**src/rtl/wbuf_pkg.sv**
```systemverilog
package wbuf_pkg;
  // strobes from control to datapath
  typedef struct packed {
    logic push;
    logic pop;
  } wbufStrobe_t;
endpackage

```
**src/rtl/wbuf_ctrl.sv**
```systemverilog
module wbuf_ctrl
  import wbuf_pkg::*;
#(
  parameter int DEPTH = 4,
  localparam int CNT_W = $clog2(DEPTH + 1)
) (
  input  logic             clk,
  input  logic             rstN,
  input  logic             safeMode,
  input  logic             stValid,
  input  logic             drnReady,
  input  logic             rdValid,
  input  logic             fwdHit,
  output logic             stReady,
  output logic             drnValid,
  output logic             rdHit,
  output logic             rdGo,
  output wbufStrobe_t      strobe,
  output logic [CNT_W-1:0] count
);
  logic isFull, isEmpty;

  always_comb begin
    isFull       = (count == CNT_W'(DEPTH));
    isEmpty      = (count == '0);
    stReady      = !isFull;
    drnValid     = !isEmpty;
    strobe.push  = stValid && !isFull;
    strobe.pop   = !isEmpty && drnReady;
    rdHit        = rdValid && !safeMode && fwdHit;
    if (safeMode) rdGo = rdValid && isEmpty && !strobe.push;
    else          rdGo = rdValid && !fwdHit;
  end

  always_ff @(posedge clk) begin
    if (!rstN) count <= '0;
    else       count <= count + CNT_W'(strobe.push) - CNT_W'(strobe.pop);
  end
endmodule

```
**src/rtl/wbuf_data.sv**
```systemverilog
module wbuf_data
  import wbuf_pkg::*;
#(
  parameter int ADDR_W = 8,
  parameter int DATA_W = 16,
  parameter int DEPTH  = 4,
  localparam int PTR_W = (DEPTH > 1) ? $clog2(DEPTH) : 1,
  localparam int CNT_W = $clog2(DEPTH + 1)
) (
  input  logic              clk,
  input  logic              rstN,
  input  wbufStrobe_t       strobe,
  input  logic [CNT_W-1:0]  count,
  input  logic [ADDR_W-1:0] stAddr,
  input  logic [DATA_W-1:0] stData,
  input  logic [ADDR_W-1:0] rdAddr,
  output logic              fwdHit,
  output logic [DATA_W-1:0] fwdData,
  output logic [ADDR_W-1:0] drnAddr,
  output logic [DATA_W-1:0] drnData
);
  logic [ADDR_W-1:0] slotAddr [DEPTH];
  logic [DATA_W-1:0] slotData [DEPTH];
  logic [DEPTH-1:0]  slotMatch;
  logic [PTR_W-1:0]  wrPtr, rdPtr;

  function automatic logic [PTR_W-1:0] ringAdd(input logic [PTR_W-1:0] base, input int offs);
    int s;
    s = int'(base) + offs;
    if (s >= DEPTH) s = s - DEPTH;
    return PTR_W'(s);
  endfunction

  // one address comparator per slot
  for (genvar i = 0; i < DEPTH; i++) begin : gCmp
    assign slotMatch[i] = (slotAddr[i] == rdAddr);
  end

  // walk from oldest to newest so the newest match wins
  always_comb begin
    logic [PTR_W-1:0] idx;
    fwdHit  = 1'b0;
    fwdData = '0;
    for (int k = 0; k < DEPTH; k++) begin
      idx = ringAdd(rdPtr, k);
      if (CNT_W'(k) < count && slotMatch[idx]) begin
        fwdHit  = 1'b1;
        fwdData = slotData[idx];
      end
    end
    if (strobe.push && stAddr == rdAddr) begin
      fwdHit  = 1'b1;
      fwdData = stData;
    end
  end

  assign drnAddr = slotAddr[rdPtr];
  assign drnData = slotData[rdPtr];

  always_ff @(posedge clk) begin
    if (!rstN) begin
      wrPtr <= '0;
      rdPtr <= '0;
      for (int i = 0; i < DEPTH; i++) begin
        slotAddr[i] <= '0;
        slotData[i] <= '0;
      end
    end else begin
      if (strobe.push) begin
        slotAddr[wrPtr] <= stAddr;
        slotData[wrPtr] <= stData;
        wrPtr           <= ringAdd(wrPtr, 1);
      end
      if (strobe.pop) rdPtr <= ringAdd(rdPtr, 1);
    end
  end
endmodule

```
**src/rtl/wbuf_fwd.sv**
```systemverilog
module wbuf_fwd
  import wbuf_pkg::*;
#(
  parameter int ADDR_W = 8,
  parameter int DATA_W = 16,
  parameter int DEPTH  = 4
) (
  input  logic              clk,
  input  logic              rstN,
  input  logic              safeMode,
  input  logic              stValid,
  input  logic [ADDR_W-1:0] stAddr,
  input  logic [DATA_W-1:0] stData,
  output logic              stReady,
  input  logic              rdValid,
  input  logic [ADDR_W-1:0] rdAddr,
  output logic              rdHit,
  output logic [DATA_W-1:0] rdData,
  output logic              rdGo,
  output logic              drnValid,
  output logic [ADDR_W-1:0] drnAddr,
  output logic [DATA_W-1:0] drnData,
  input  logic              drnReady
);
  localparam int CNT_W = $clog2(DEPTH + 1);

  wbufStrobe_t      strobe;
  logic [CNT_W-1:0] count;
  logic             fwdHit;

  wbuf_ctrl #(.DEPTH(DEPTH)) u_ctrl (
    .clk(clk), .rstN(rstN), .safeMode(safeMode), .stValid(stValid),
    .drnReady(drnReady), .rdValid(rdValid), .fwdHit(fwdHit),
    .stReady(stReady), .drnValid(drnValid), .rdHit(rdHit), .rdGo(rdGo),
    .strobe(strobe), .count(count)
  );

  wbuf_data #(.ADDR_W(ADDR_W), .DATA_W(DATA_W), .DEPTH(DEPTH)) u_data (
    .clk(clk), .rstN(rstN), .strobe(strobe), .count(count),
    .stAddr(stAddr), .stData(stData), .rdAddr(rdAddr),
    .fwdHit(fwdHit), .fwdData(rdData), .drnAddr(drnAddr), .drnData(drnData)
  );
endmodule

```
**config.mk**
```make
export PLATFORM = sky130hd
export DESIGN_NAME = wbuf_fwd
export DESIGN_NICKNAME = d
export VERILOG_FILES = /design/src/rtl/wbuf_pkg.sv /design/src/rtl/wbuf_ctrl.sv /design/src/rtl/wbuf_data.sv /design/src/rtl/wbuf_fwd.sv
export SDC_FILE = /design/constraint.sdc
export NUM_CORES = 1
export LEC_CHECK = 0
export CORE_AREA = 4 4 133 135
export CTS_CLUSTER_SIZE = 20
export DETAILED_ROUTE_END_ITERATION = 6
export DIE_AREA = 0 0 137 139
export GPL_TIMING_DRIVEN = 0
export PLACE_DENSITY = 0.68
export SYNTH_ARGS = -nofsm -noshare
export SYNTH_HDL_FRONTEND = slang
export SYNTH_HIERARCHICAL = 1
export SYNTH_SLANG_ARGS = --single-unit
```
**constraint.sdc**
```tcl
create_clock -name clk -period 3.72 [get_ports clk]
set_input_delay 0.744 -clock clk [delete_from_list [all_inputs] [get_ports clk]]
set_output_delay 0.744 -clock clk [all_outputs]
set_load 0.02 [all_outputs]
```
Word-level counts from Yosys, hierarchy flattened
Memory sizes are Yosys's and may differ from the RTL's. A register that Yosys moved wholly into a read port is not among the register bits.
Index checks and enable logic that the tools add are counted.
{"block": "word_totals", "word_cells": 93, "reg_bits": 7, "output_inout_bits": 44, "mem_bits_rw": 96, "n_memories": 2, "inputBits": 38}
{"block": "op_classes", "addsub": 11, "n_eq_ne": 6, "n_lt_le_gt_ge": 13, "reduce_logical": 20, "n_mux": 38}
{"name": "u_data.slotData", "words": 4, "word_bits": 16, "rd": 5, "rd_ports_with_merged_regs": 1, "write_ports": 4, "line": "wbuf_data.sv:23", "rtl": "logic [DATA_W-1:0] slotData [DEPTH];"}
{"name": "u_data.slotAddr", "words": 4, "word_bits": 8, "rd": 5, "rd_ports_with_merged_regs": 1, "write_ports": 4, "line": "wbuf_data.sv:22", "rtl": "logic [ADDR_W-1:0] slotAddr [DEPTH];"}
{"operator": "16-bit 2-to-1 mux", "n": 6}
{"operator": "8-bit equality test", "n": 5}
{"operator": "2-bit 2-to-1 mux", "n": 11}
{"operator": "1-bit 2-to-1 mux", "n": 16}
{"operator": "16-bit OR reduction", "n": 1}
{"operator": "3-bit >= comparator, second input constant", "n": 4}
{"operator": "1-bit logical AND", "n": 12}
{"operator": "2-bit by 3-bit < comparator with 1-bit output, second input constant", "n": 4}
{"operator": "2-bit by 1-bit subtractor with 2-bit output, second input constant", "n": 5}
{"operator": "1-bit binary-select mux with 2-bit select", "n": 4}
{"operator": "8-bit 2-to-1 mux", "n": 1}
{"operator": "8-bit OR reduction", "n": 1}
{"operator": "2-bit by 1-bit adder with 3-bit output, second input constant", "n": 2}
{"operator": "2-bit by 2-bit adder with 3-bit output, second input constant", "n": 2}
{"operator": "1-bit by 3-bit < comparator with 1-bit output, first input constant", "n": 2}
{"operator": "2-bit by 3-bit < comparator with 1-bit output, first input constant", "n": 2}
{"operator": "1-bit zero test", "n": 5}
{"operator": "3-bit by 1-bit adder with 3-bit output", "n": 1}
{"operator": "3-bit equality test, second input constant", "n": 1}
{"operator": "2-bit by 3-bit >= comparator with 1-bit output, second input constant", "n": 1}
{"operator": "3-bit zero test", "n": 1}
{"operator": "3-bit by 1-bit subtractor with 3-bit output", "n": 1}

Longest topological paths before layout
Gate-level depths: netlist of the first run.
{"block": "depth", "depth_word": 13, "mapped_depth": 11, "ltp_nobuf": 9}

Modules after synthesis
Netlist of the first run, hierarchy kept.
{"mod": "wbuf_data", "area_each_um2": 7099.3, "instances": 1, "seq_area_each_um2": 3002.9, "cells_per_inst": 631}
{"mod": "wbuf_ctrl", "area_each_um2": 221.5, "instances": 1, "seq_area_each_um2": 60.1, "cells_per_inst": 24}

Least setup slack after synthesis of the first run
No wires, ideal clock.
{"block": "synth_timing", "kind": "input -> register", "start": "in stValid", "end": "mem u_data.slotAddr[1][0] (enable)", "t_arrival_ns": 3.146, "path_slack_ns": 0.135, "setup_time_ns": 0.438, "stages": 4, "required_time_ns": 3.282, "path_cell_list": "a21boi_0 clkbuf_1 nand2_1 o21ai_0"}
{"item": "start: declaration", "line": "wbuf_fwd.sv:11", "rtl": "input logic stValid,"}
{"item": "end: declaration", "line": "wbuf_data.sv:22"}

Worst setup path after layout of the first run
{"block": "layout_timing", "start": "in rdAddr[5]", "end": "out rdData[1]"}
{"block": "layout_between", "elab_chain_cells": 9, "elab_cells_between_ends": 23, "classes_between": "eq/ne: 5; mux: 13; reduce/logical: 5"}
{"item": "start: declaration", "line": "wbuf_fwd.sv:16", "rtl": "input logic [ADDR_W-1:0] rdAddr,"}
{"item": "8-bit equality test", "line": "wbuf_data.sv:36", "rtl": "assign slotMatch[i] = (slotAddr[i] == rdAddr);"}
{"item": "1-bit binary-select mux with 2-bit select", "line": "wbuf_data.sv:46", "rtl": "if (CNT_W'(k) < count && slotMatch[idx]) begin"}
{"item": "1-bit 2-to-1 mux (not written as such)", "line": "wbuf_data.sv:46"}
{"item": "1-bit logical AND", "line": "wbuf_data.sv:46"}
{"item": "16-bit 2-to-1 mux (4 in a row)", "line": "wbuf_data.sv:46"}
{"item": "16-bit 2-to-1 mux *", "line": "wbuf_data.sv:51", "rtl": "if (strobe.push && stAddr == rdAddr) begin"}
{"item": "end: declaration", "line": "wbuf_fwd.sv:18", "rtl": "output logic [DATA_W-1:0] rdData,"}
Mark *: on every way between the ends. The rest lies on a longest branch, timed or not. The select of a mux whose other input is x is not followed.

==> results of run 1 <==
[logic make-up (layout without fill, tap and decap cells)]
family / Yosys count / count (layout) / synth area share (%)
adder cells (fa/ha/maj): 3 / 3 / 0.6152
multiplexers: 87 / 87 / 16.63
buffers and inverters: 67 / 183 / 4.495
XOR/XNOR: 45 / 45 / 5.572
flip-flops: 105 / 105 / 41.84
AO/OA/AOI/OAI: 109 / 109 / 11.71
AND/OR/NAND/NOR: 239 / 239 / 19.14
[routing by layer]
| metal | wire length [um] | vias to the layer above |
|---|---|---|
| met5 | 0 | - |
| met4 | 839 | 0 |
| met3 | 2567 | 80 |
| met2 | 11920 | 482 |
| met1 | 9550 | 3038 |
| li1 | - | 2707 |
[placed cells by master, fill, tap and decap left out, types with 25 or more instances in the layout]
cell type and instances:
and2_1 82, and3_1 25, buf_4 36, clkdlybuf4s50_1 53
edfxtp_1 96, mux2_2 27, mux2i_1 35, mux4_2 25
nand2_1 44, xnor2_1 29
[timing repair]
| action | CTS | global route |
|---|---|---|
| setup buffers | 17 | 10 |
| endpoints found under the setup margin | 53 | 45 |
| hold buffers | 0 | 0 |
| pin swaps | 14 | 19 |
| endpoints found under the hold margin | 0 | 0 |
| gates resized for setup | 73 | 76 |
[final cells by class]
cell class	instances	area [sq um]	area share (%)
Multi-Input combinational cell	483	4223	46.10
Sequential cell	105	3064	33.45
Timing Repair Buffer	101	890.9	9.725
Buffer	54	352.8	3.852
Tap cell	220	275.3	3.005
Clock buffer	9	225.2	2.459
Clock inverter	7	83.83	0.9152
Inverter	12	45.04	0.4917
[per-stage QoR]
stage / instances / total power (uW) / setup TNS (ps)
finish: 991 / 4705 / -434.9
global route: 991 / 4872 / -993.6
CTS: 981 / 4613 / -206.6
detailed placement: 949 / 3575 / -54880
global placement: 948 / 3512 / -138160
floorplan: 655 / 2880 / 0
[state kept, by name (all words and copies together) (netlist names), named ones only]
name,cells
u_data/slotData,64
u_data/slotAddr,32
u_ctrl/count,3
u_data/rdPtr,2
u_data/wrPtr,2
[power groups by stage]
stage / logic [uW] / clock network [uW] / registers, uW
finish: 2100 / 1010 / 1600
global route: 2200 / 1060 / 1610
CTS: 2010 / 1020 / 1580
detailed placement: 1970 / 0 / 1600
global placement: 1920 / 0 / 1590
floorplan: 1320 / 0 / 1560
[final timing paths]
kind                                end            start  slack (ps)
hold reg to reg         u_data/wrPtr[0]  u_data/wrPtr[0]         680
hold / removal          u_data/wrPtr[0]  u_data/wrPtr[0]         680
setup reg to reg  u_data/slotData[3][0]  u_ctrl/count[1]         380
setup / recovery              rdData[1]        rdAddr[5]        -110
[worst register-to-register path: stages, from the launching register on]
cell	delay [ps]
dfxtp_1	490
nor2_1	120
a21boi_2	250
clkbuf_1	410
clkbuf_1	540
nand3_1	140
nand2_1	990
==> flow_metrics.tcl, run 1 <==
set metrics [dict create \
    status "finished with violations" \
    failed_checks "DRC, setup timing" \
    portBuffers 73 \
    fin_crit_ps 3832 \
    hp-class "flop to flop" \
    coreArea_sq_um 16470 \
    max_freq_ghz 0.2610 \
    worst-path-stages 11 \
    setup_viol 8 \
    power.leakage_uw 0.003455 \
    remaining_drc_errors 2 \
    place_area_sq_um 8371 \
    cts_tree "built" \
    ios 82 \
    gr-usage-met1_pct 32.98 \
    holdWs_ps 684.8 \
    gr-total-overflow 0 \
    yosys_register_bits 105 \
    h-tree-depth 3 \
    yosysWarningCount 6 \
    area_delta_synth_final_pct 25.12 \
    fin_crit_sh_pct 103.0 \
    drtPass1Iterations 7 \
    sw_frac_of_total_pct 37.65 \
    clk_pin_slew_ps 70 \
    async_flop_share_pct 0 \
    ys_top_cells_by_area "edfxtp_1, mux4_2, and2_1" \
    drv_slew 0 \
    critPathBufInv 4 \
    cap_violations 0 \
    ys.flop_type "edfxtp_1" \
    antenna_found_initial 1 \
    rows 47 \
    clock-sinks 105 \
    nets 807 \
    post-route-util_pct 55.63 \
    clock_latency_ps 360 \
    p_int_uw 2933 \
    vdd.ir_drop.worst_uv 229.5 \
    clock_skew_ps 5.550 \
    crit_fanout 10 \
    ant_nets 0 \
    synth.most_common_cell "edfxtp_1" \
    combPwrFrac_pct 44.6 \
    place_congestion 0.9233 \
    required_ps 2980 \
    ff2ff_path_depth 6 \
    crit_type "input pin to primary output" \
    setup_ws_ps -111.6 \
    worst_slew_margin_rel_pct 10.71 \
    max_stage_delay_ps 360 \
    use_met3_pct 4.390 \
    syn_nets 696 \
    avgRoutedWirePerCell_um 25.11 \
    dp_hpwl_mm 16.33 \
    crit_chain "buf_8, xnor2_2, nand4_2, buf_4, nor3_1, a211oi_1, a211oi_4, nand2_2, buf_6, o211ai_2, clkdlybuf4s15_2" \
    yosysTopAreaCell "edfxtp_1" \
    final_hold_viol_count 0 \
    layout-drive-gt1-share_pct 28.53 \
    start_util_pct 44.46 \
    grt_first_pass_wirelength_mm 36.26 \
    hold_depth 2 \
    path_delay_family "buffers and inverters" \
    worst_pin_slew_ps 1336 \
    drt-initial-drc-count 941 \
    synth_edf_count 96 \
    numCtsBuffers 9 \
    fillers 1421 \
    die_h_um 139 \
    syn_avg_cell_area_sq_um 11.18 \
    synth-seq-area-share_pct 41.84 \
    p_sw_uw 1772 \
    grt_pass1_vias 6311 \
    clock_path_buffers 2 \
    postRouteWirelength_mm 24.88 \
    synth_top_area_share_pct 39.38 \
    worst_ep_arrival_time_ps 3090 \
    end_kind "primary output" \
    grt.met2_usage_pct 40.46 \
    p_seq_share_pct 33.9 \
    grt_busiest_layer "met2" \
    vias 6307 \
    clkPwrFrac_pct 21.4 \
    grt_max_degree 25 \
    grt_usage_pct 25.10 \
    ys_top_cells_by_count "edfxtp_1, and2_1, nand2_1" \
    syn_area_sq_um 7321 \
    cts_root_buf "clkbuf_16" \
    slowest_stage "a211oi_4" \
    die_x_um 137 \
    synth_cells 655 \
    routed_via_density 6.364 \
    dieArea_sq_um 19040 \
    post-place-ws_ps -1271 \
    synth_cell_type_count 66 \
    rsz0062_at_grt "true" \
    p_per_area_nw_per_um2 513.7 \
    start_kind "input pin" \
    fin_area_sq_um 9160 \
    antenna_cells 0 \
]
Note: power is estimated with default switching activity, not from simulation.
==> run 2: changes to the inputs <==
--- a/config.mk
+++ b/config.mk
@@ -11,6 +11,7 @@
 export DIE_AREA = 0 0 137 139
 export GPL_TIMING_DRIVEN = 0
 export PLACE_DENSITY = 0.68
+export SLEW_MARGIN = 10
 export SYNTH_ARGS = -nofsm -noshare
 export SYNTH_HDL_FRONTEND = slang
 export SYNTH_HIERARCHICAL = 1
==> run 2 against run 1 <==
Net effect:
- the flow finishes with violations (setup timing)
- setup slack improved by 33 ps
- clock skew rose by 0.51 ps
- final cell count up 0.30%
- first-iteration DRC count rose by 8.7%
- count of clock-buffer cells in the layout unchanged
- global-route usage rose by 0.28 points
- via count rose by 0.82%
- utilization up 0.50 points
- sequential cell count stayed put
- non-clock buffer count grew 3
- sequential share of layout area is 0.29 points lower
- critical path type unchanged
- critical endpoint is now rdData[0]
==> flow_metrics.tcl, run 2 (synthesis gave the netlist of run 1 again) <==
set metrics [dict create \
    status "finished with violations" \
    failed_checks "setup timing" \
    crit_type "input pin to primary output" \
    clock_latency_ps 360 \
    gr-total-overflow 0 \
    start_kind "input pin" \
    die_h_um 139 \
    largest_reg_flops 64 \
    hold_end "u_data/wrPtr[0]" \
    antenna_cells 0 \
    p_sw_uw 1800 \
    dp_hpwl_mm 16.32 \
    rows 47 \
    start_util_pct 44.46 \
    finalSetupTns_ps -226.7 \
    vdd.ir_drop.worst_uv 247.1 \
    clkPwrFrac_pct 20.4 \
    numCtsBuffers 9 \
    fin_crit_sh_pct 102.1 \
    place_area_sq_um 8373 \
    area_delta_synth_final_pct 26.25 \
    nets 810 \
    required_ps 2980 \
    p_per_area_nw_per_um2 506.0 \
    max_freq_ghz 0.2633 \
    grt_first_pass_wirelength_mm 36.56 \
    r2r_slack_ps 320 \
    drv_slew 0 \
    final_hold_viol_count 0 \
    mostFrequentLayoutCell "edfxtp_1" \
    ff2ff_path_depth 7 \
    cap_violations 0 \
    regMostFlops "u_data/slotData" \
    combPwrFrac_pct 45.5 \
    avgRoutedWirePerCell_um 25.11 \
    fin_crit_ps 3799 \
    cts_root_buf "clkbuf_16" \
    fin_area_sq_um 9243 \
    grt_pass1_vias 6206 \
    layout-drive-gt1-share_pct 28.55 \
    grt_usage_pct 25.38 \
    reg.largest.list "u_data/slotData (64), u_data/slotAddr (32), u_ctrl/count (3)" \
    clock-sinks 105 \
    reg2reg_from "u_ctrl/count[1]" \
    crit_fanout 10 \
    worst_slew_margin_rel_pct 27.08 \
    sw_frac_of_total_pct 38.49 \
    worst_pin_slew_ps 1091 \
    setup_viol 9 \
    drtPass1Iterations 6 \
    rsz0062_at_grt "true" \
    place_congestion 0.9233 \
    routed_via_density 6.397 \
    clock_path_buffers 2 \
    postRouteWirelength_mm 24.96 \
    ios 82 \
    portBuffers 73 \
    post-route-util_pct 56.13 \
    holdWs_ps 670.1 \
    h-tree-depth 3 \
    hold_depth 2 \
    worst_ep_arrival_time_ps 3050 \
    most-common-layout-cells "edfxtp_1, and2_1, clkdlybuf4s50_1, buf_4, nand2_1" \
    antenna_found_initial 1 \
    clk_pin_slew_ps 70 \
    ant_nets 0 \
    grt_max_degree 25 \
    cts_tree "built" \
    cts_hold_buf 0 \
    timing.rr.end "u_data/slotData[1][13]" \
    hp-start "u_data/wrPtr[0]" \
    coreArea_sq_um 16470 \
    remaining_drc_errors 0 \
    drt-initial-drc-count 1023 \
    p_int_uw 2877 \
    setup_ws_ps -78.57 \
    post-place-ws_ps -1274 \
    end_kind "primary output" \
    clock_skew_ps 6.061 \
    vias 6359 \
    p_seq_share_pct 34.1 \
    die_x_um 137 \
    hp-class "flop to flop" \
    power.leakage_uw 0.003448 \
    dieArea_sq_um 19040 \
]
-- run 2: worst max path at each step --
stage,startpoint,endpoint,cells past startpoint
after global routing,rdAddr[2],rdData[0],12
after floorplan,stValid,u_data/slotAddr[1][0],4
after detailed placement,stValid,rdData[11],8
after CTS,rdAddr[4],rdData[11],10
final,rdAddr[2],rdData[0],12
after global placement,stValid,u_data/slotData[1][12],5
-- run 2: per-stage QoR --
stage               total power (uW)  instances
floorplan                       2880        655
global placement                3512        948
detailed placement              3577        949
CTS                             4560        981
global route                    4844        994
finish                          4677        994
-- run 2: worst max-delay path: stages --
cell and delay, ps:
buf_4 140, xnor2_1 220, nand4_2 190, buf_4 200
nor4_4 320, nor4_4 110, buf_4 160, buf_4 190
nor4_2 290, o211ai_1 190, o211ai_4 140, buf_6 140
-- run 2: timing repair --
item	in CTS	in global routing
resized for setup	98	77
pin swaps	11	20
gates cloned	0	1
endpoints found under the setup margin	76	42
setup buffers	17	14
-- run 2: cell type report --
type / instances / area, sq um
fill: 1390 / 7223
timing repair buffer: 104 / 977.2
multi-input combinational: 483 / 4255
clock buffer: 9 / 225.2
tap: 220 / 275.3
inverter: 12 / 45.04
sequential: 105 / 3065
buffer: 54 / 336.6
clock inverter: 7 / 62.56
-- run 2: power by group through the flow --
stage,combinational (uW),sequential (uW),clock (uW)
after floorplan,1320,1560,0
after global placement,1920,1590,0
after detailed placement,1970,1600,0
after CTS,2020,1590,950
after global routing,2230,1610,1000
final,2130,1600,952
-- run 2: metal layers --
| metal | vias to the layer above | global-route usage, % | routed length [um] |
|---|---|---|---|
| met4 | 0 | 10.77 | 925 |
| li1 | 2704 | - | - |
| met3 | 100 | 3.846 | 2418 |
| met5 | - | 0 | 0 |
| met1 | 3100 | 33.85 | 9512 |
| met2 | 455 | 41.00 | 12100 |
==> run 3: changes to the inputs <==
--- a/config.mk
+++ b/config.mk
@@ -5,11 +5,13 @@
 export SDC_FILE = /design/constraint.sdc
 export NUM_CORES = 1
 export LEC_CHECK = 0
-export CORE_AREA = 4 4 133 135
+export ABC_CLOCK_PERIOD_IN_PS = 3720
+export CORE_AREA = 2 2 131 133
 export CTS_CLUSTER_SIZE = 20
 export DETAILED_ROUTE_END_ITERATION = 6
-export DIE_AREA = 0 0 137 139
+export DIE_AREA = 0 0 133 135
 export GPL_TIMING_DRIVEN = 0
+export HOLD_SLACK_MARGIN = 0.05
 export PLACE_DENSITY = 0.68
 export SLEW_MARGIN = 10
 export SYNTH_ARGS = -nofsm -noshare
==> run 3 against run 2 <==
Net effect:
- the flow now finishes without violations
- clock power is 2% higher
- global-route usage is 1.3 points higher
- via count fell by 2.3%
- largest cell class unchanged
- critical path depth decreased by 1
- count of clock-buffer cells in the layout unchanged
- sequential share of layout area is 0.64 points higher
==> flow_metrics.tcl, run 3 (synthesis gave the netlist of run 1 again) <==
set metrics [dict create \
    portBuffers 73 \
    setup_viol 0 \
    reg.largest.list "u_data/slotData (64), u_data/slotAddr (32), u_ctrl/count (3)" \
    cp_common_cell "buf_4" \
    ant_nets 0 \
    grt_max_degree 25 \
    rows 47 \
    start_kind "input pin" \
    h-tree-depth 3 \
    cts_hold_buf 0 \
    vias 6212 \
    mostFrequentLayoutCell "edfxtp_1" \
    remaining_drc_errors 0 \
    avgRoutedWirePerCell_um 24.44 \
    antenna_cells 0 \
    setup_ws_ps 0.2658 \
    end_kind "primary output" \
    timing.rr.end "u_data/slotData[2][10]" \
    critPathCapture "rdData[9]" \
    cts_root_buf "clkbuf_16" \
    gr-total-overflow 0 \
    clk_pin_slew_ps 80 \
    highest_layer "met4" \
    power.leakage_uw 0.003384 \
    die_h_um 135 \
    numCtsBuffers 9 \
    dp_cells 949 \
    p_per_area_nw_per_um2 511.2 \
    place_congestion 0.9285 \
    power.total_uw 4636 \
    slowest_stage "a31oi_4" \
    finalSetupTns_ps 0 \
    post-place-ws_ps -1408 \
    wl_met3_mm 2.020 \
    crit_chain "buf_4, xnor2_1, nand4_1, buf_4, nor4b_2, a31oi_4, clkbuf_4, o2111ai_1, o21ai_0, o311ai_2, clkbuf_2" \
    cap_violations 0 \
    hp-class "flop to flop" \
    clock_path_buffers 2 \
    crit_type "input pin to primary output" \
    drtPass1Iterations 7 \
    fin_crit_sh_pct 99.99 \
    regMostFlops "u_data/slotData" \
    final_hold_viol_count 0 \
    start_util_pct 44.62 \
    most-common-layout-cells "edfxtp_1, and2_1, clkdlybuf4s50_1, nand2_1, buf_4" \
    postRouteWirelength_mm 24.15 \
    clock_skew_ps 8.109 \
    dieArea_sq_um 17960 \
    crit_fanout 10 \
    route.met2.wl_mm 11.56 \
    drt-initial-drc-count 769 \
    clock_latency_ps 360 \
    die_x_um 133 \
    status "complete, no violations" \
    routed_via_density 6.287 \
    max_freq_ghz 0.2688 \
    grt_pass1_vias 6334 \
    nets 804 \
    cts_tree "built" \
    ios 82 \
    largest_reg_flops 64 \
    antenna_found_initial 0 \
    fin_area_sq_um 9067 \
    worst_ep_arrival_time_ps 2980 \
    layout-drive-gt1-share_pct 27.86 \
    reg2reg_from "u_ctrl/count[1]" \
    clock-sinks 105 \
    layout.area.seq_sq_um 3065 \
    grt_usage_pct 26.69 \
    cp-startpoint "rdAddr[5]" \
    coreArea_sq_um 16410 \
    place_area_sq_um 8373 \
    fin_crit_ps 3720 \
    grt_first_pass_wirelength_mm 35.80 \
    drv_slew 0 \
    ff2ff_path_depth 6 \
    dp_hpwl_mm 16.09 \
    area_delta_synth_final_pct 23.86 \
    max_stage_delay_ps 400 \
    r2r_slack_ps 370 \
    required_ps 2980 \
    final_cells 988 \
    worst_pin_slew_ps 840.4 \
    rsz0062_at_grt "true" \
    drt-met1-wl_mm 9.770 \
    vdd.ir_drop.worst_uv 273.8 \
    fillers 1344 \
    worst_slew_margin_rel_pct 43.97 \
    multi_input_area_sq_um 4212 \
]
[run 3: worst min-delay path by stage]
stage | cells past startpoint | end | slack (ps) | from
2_1_floorplan | 2 | u_data/wrPtr[0] | 590 | u_data/wrPtr[0]
3_3_place_gp | 2 | u_data/wrPtr[0] | 610 | u_data/wrPtr[0]
3_5_place_dp | 2 | u_data/wrPtr[0] | 630 | u_data/wrPtr[0]
4_1_cts | 2 | u_data/wrPtr[0] | 660 | u_data/wrPtr[0]
5_1_grt | 2 | u_data/wrPtr[0] | 700 | u_data/wrPtr[0]
6_report | 2 | u_data/wrPtr[0] | 670 | u_data/wrPtr[0]
[run 3: layout make-up]
class,count,area share [%]
multi-input cells,483,46.45
clock buffers,9,2.484
repair buffers,98,9.356
well taps,220,3.036
clock inverters,7,0.7589
inverters,12,0.4968
flip-flops and latches,105,33.81
plain buffers,54,3.615
[run 3: per-layer routing]
metal,global-route usage [%],up-vias
met5,0,-
met4,11.89,0
met3,5.668,82
met2,44.01,380
met1,34.02,3054
li1,-,2696
[run 3: power by group]
part | switching (uW) | internal [uW] | leakage, uW
Clock | 494 | 478 | 0.000147
Sequential | 133 | 1460 | 0.00107
Combinational | 1140 | 928 | 0.00216
[run 3: stage by stage]
step / hold WS (ps) / util, %
after global placement: 607.5 / 50.75
final: 666.7 / 55.27
after CTS: 661.5 / 54.46
after detailed placement: 634.3 / 51.03
after global routing: 700.3 / 55.27
after floorplan: 587.9 / -
[run 3: worst max-delay path, delay by kind of cell]
family | cells | cell delay [ps]
AO/OA/AOI/OAI | 4 | 1030
XOR/XNOR | 1 | 130
buffers and inverters | 4 | 870
AND/OR/NAND/NOR | 2 | 180
[run 3: repair_timing]
| item | in CTS | in global routing |
|---|---|---|
| buffers inserted | 17 | 7 |
| endpoints found under the setup margin | 81 | 28 |
| pin swaps | 13 | 13 |
| gates resized for setup | 82 | 68 |
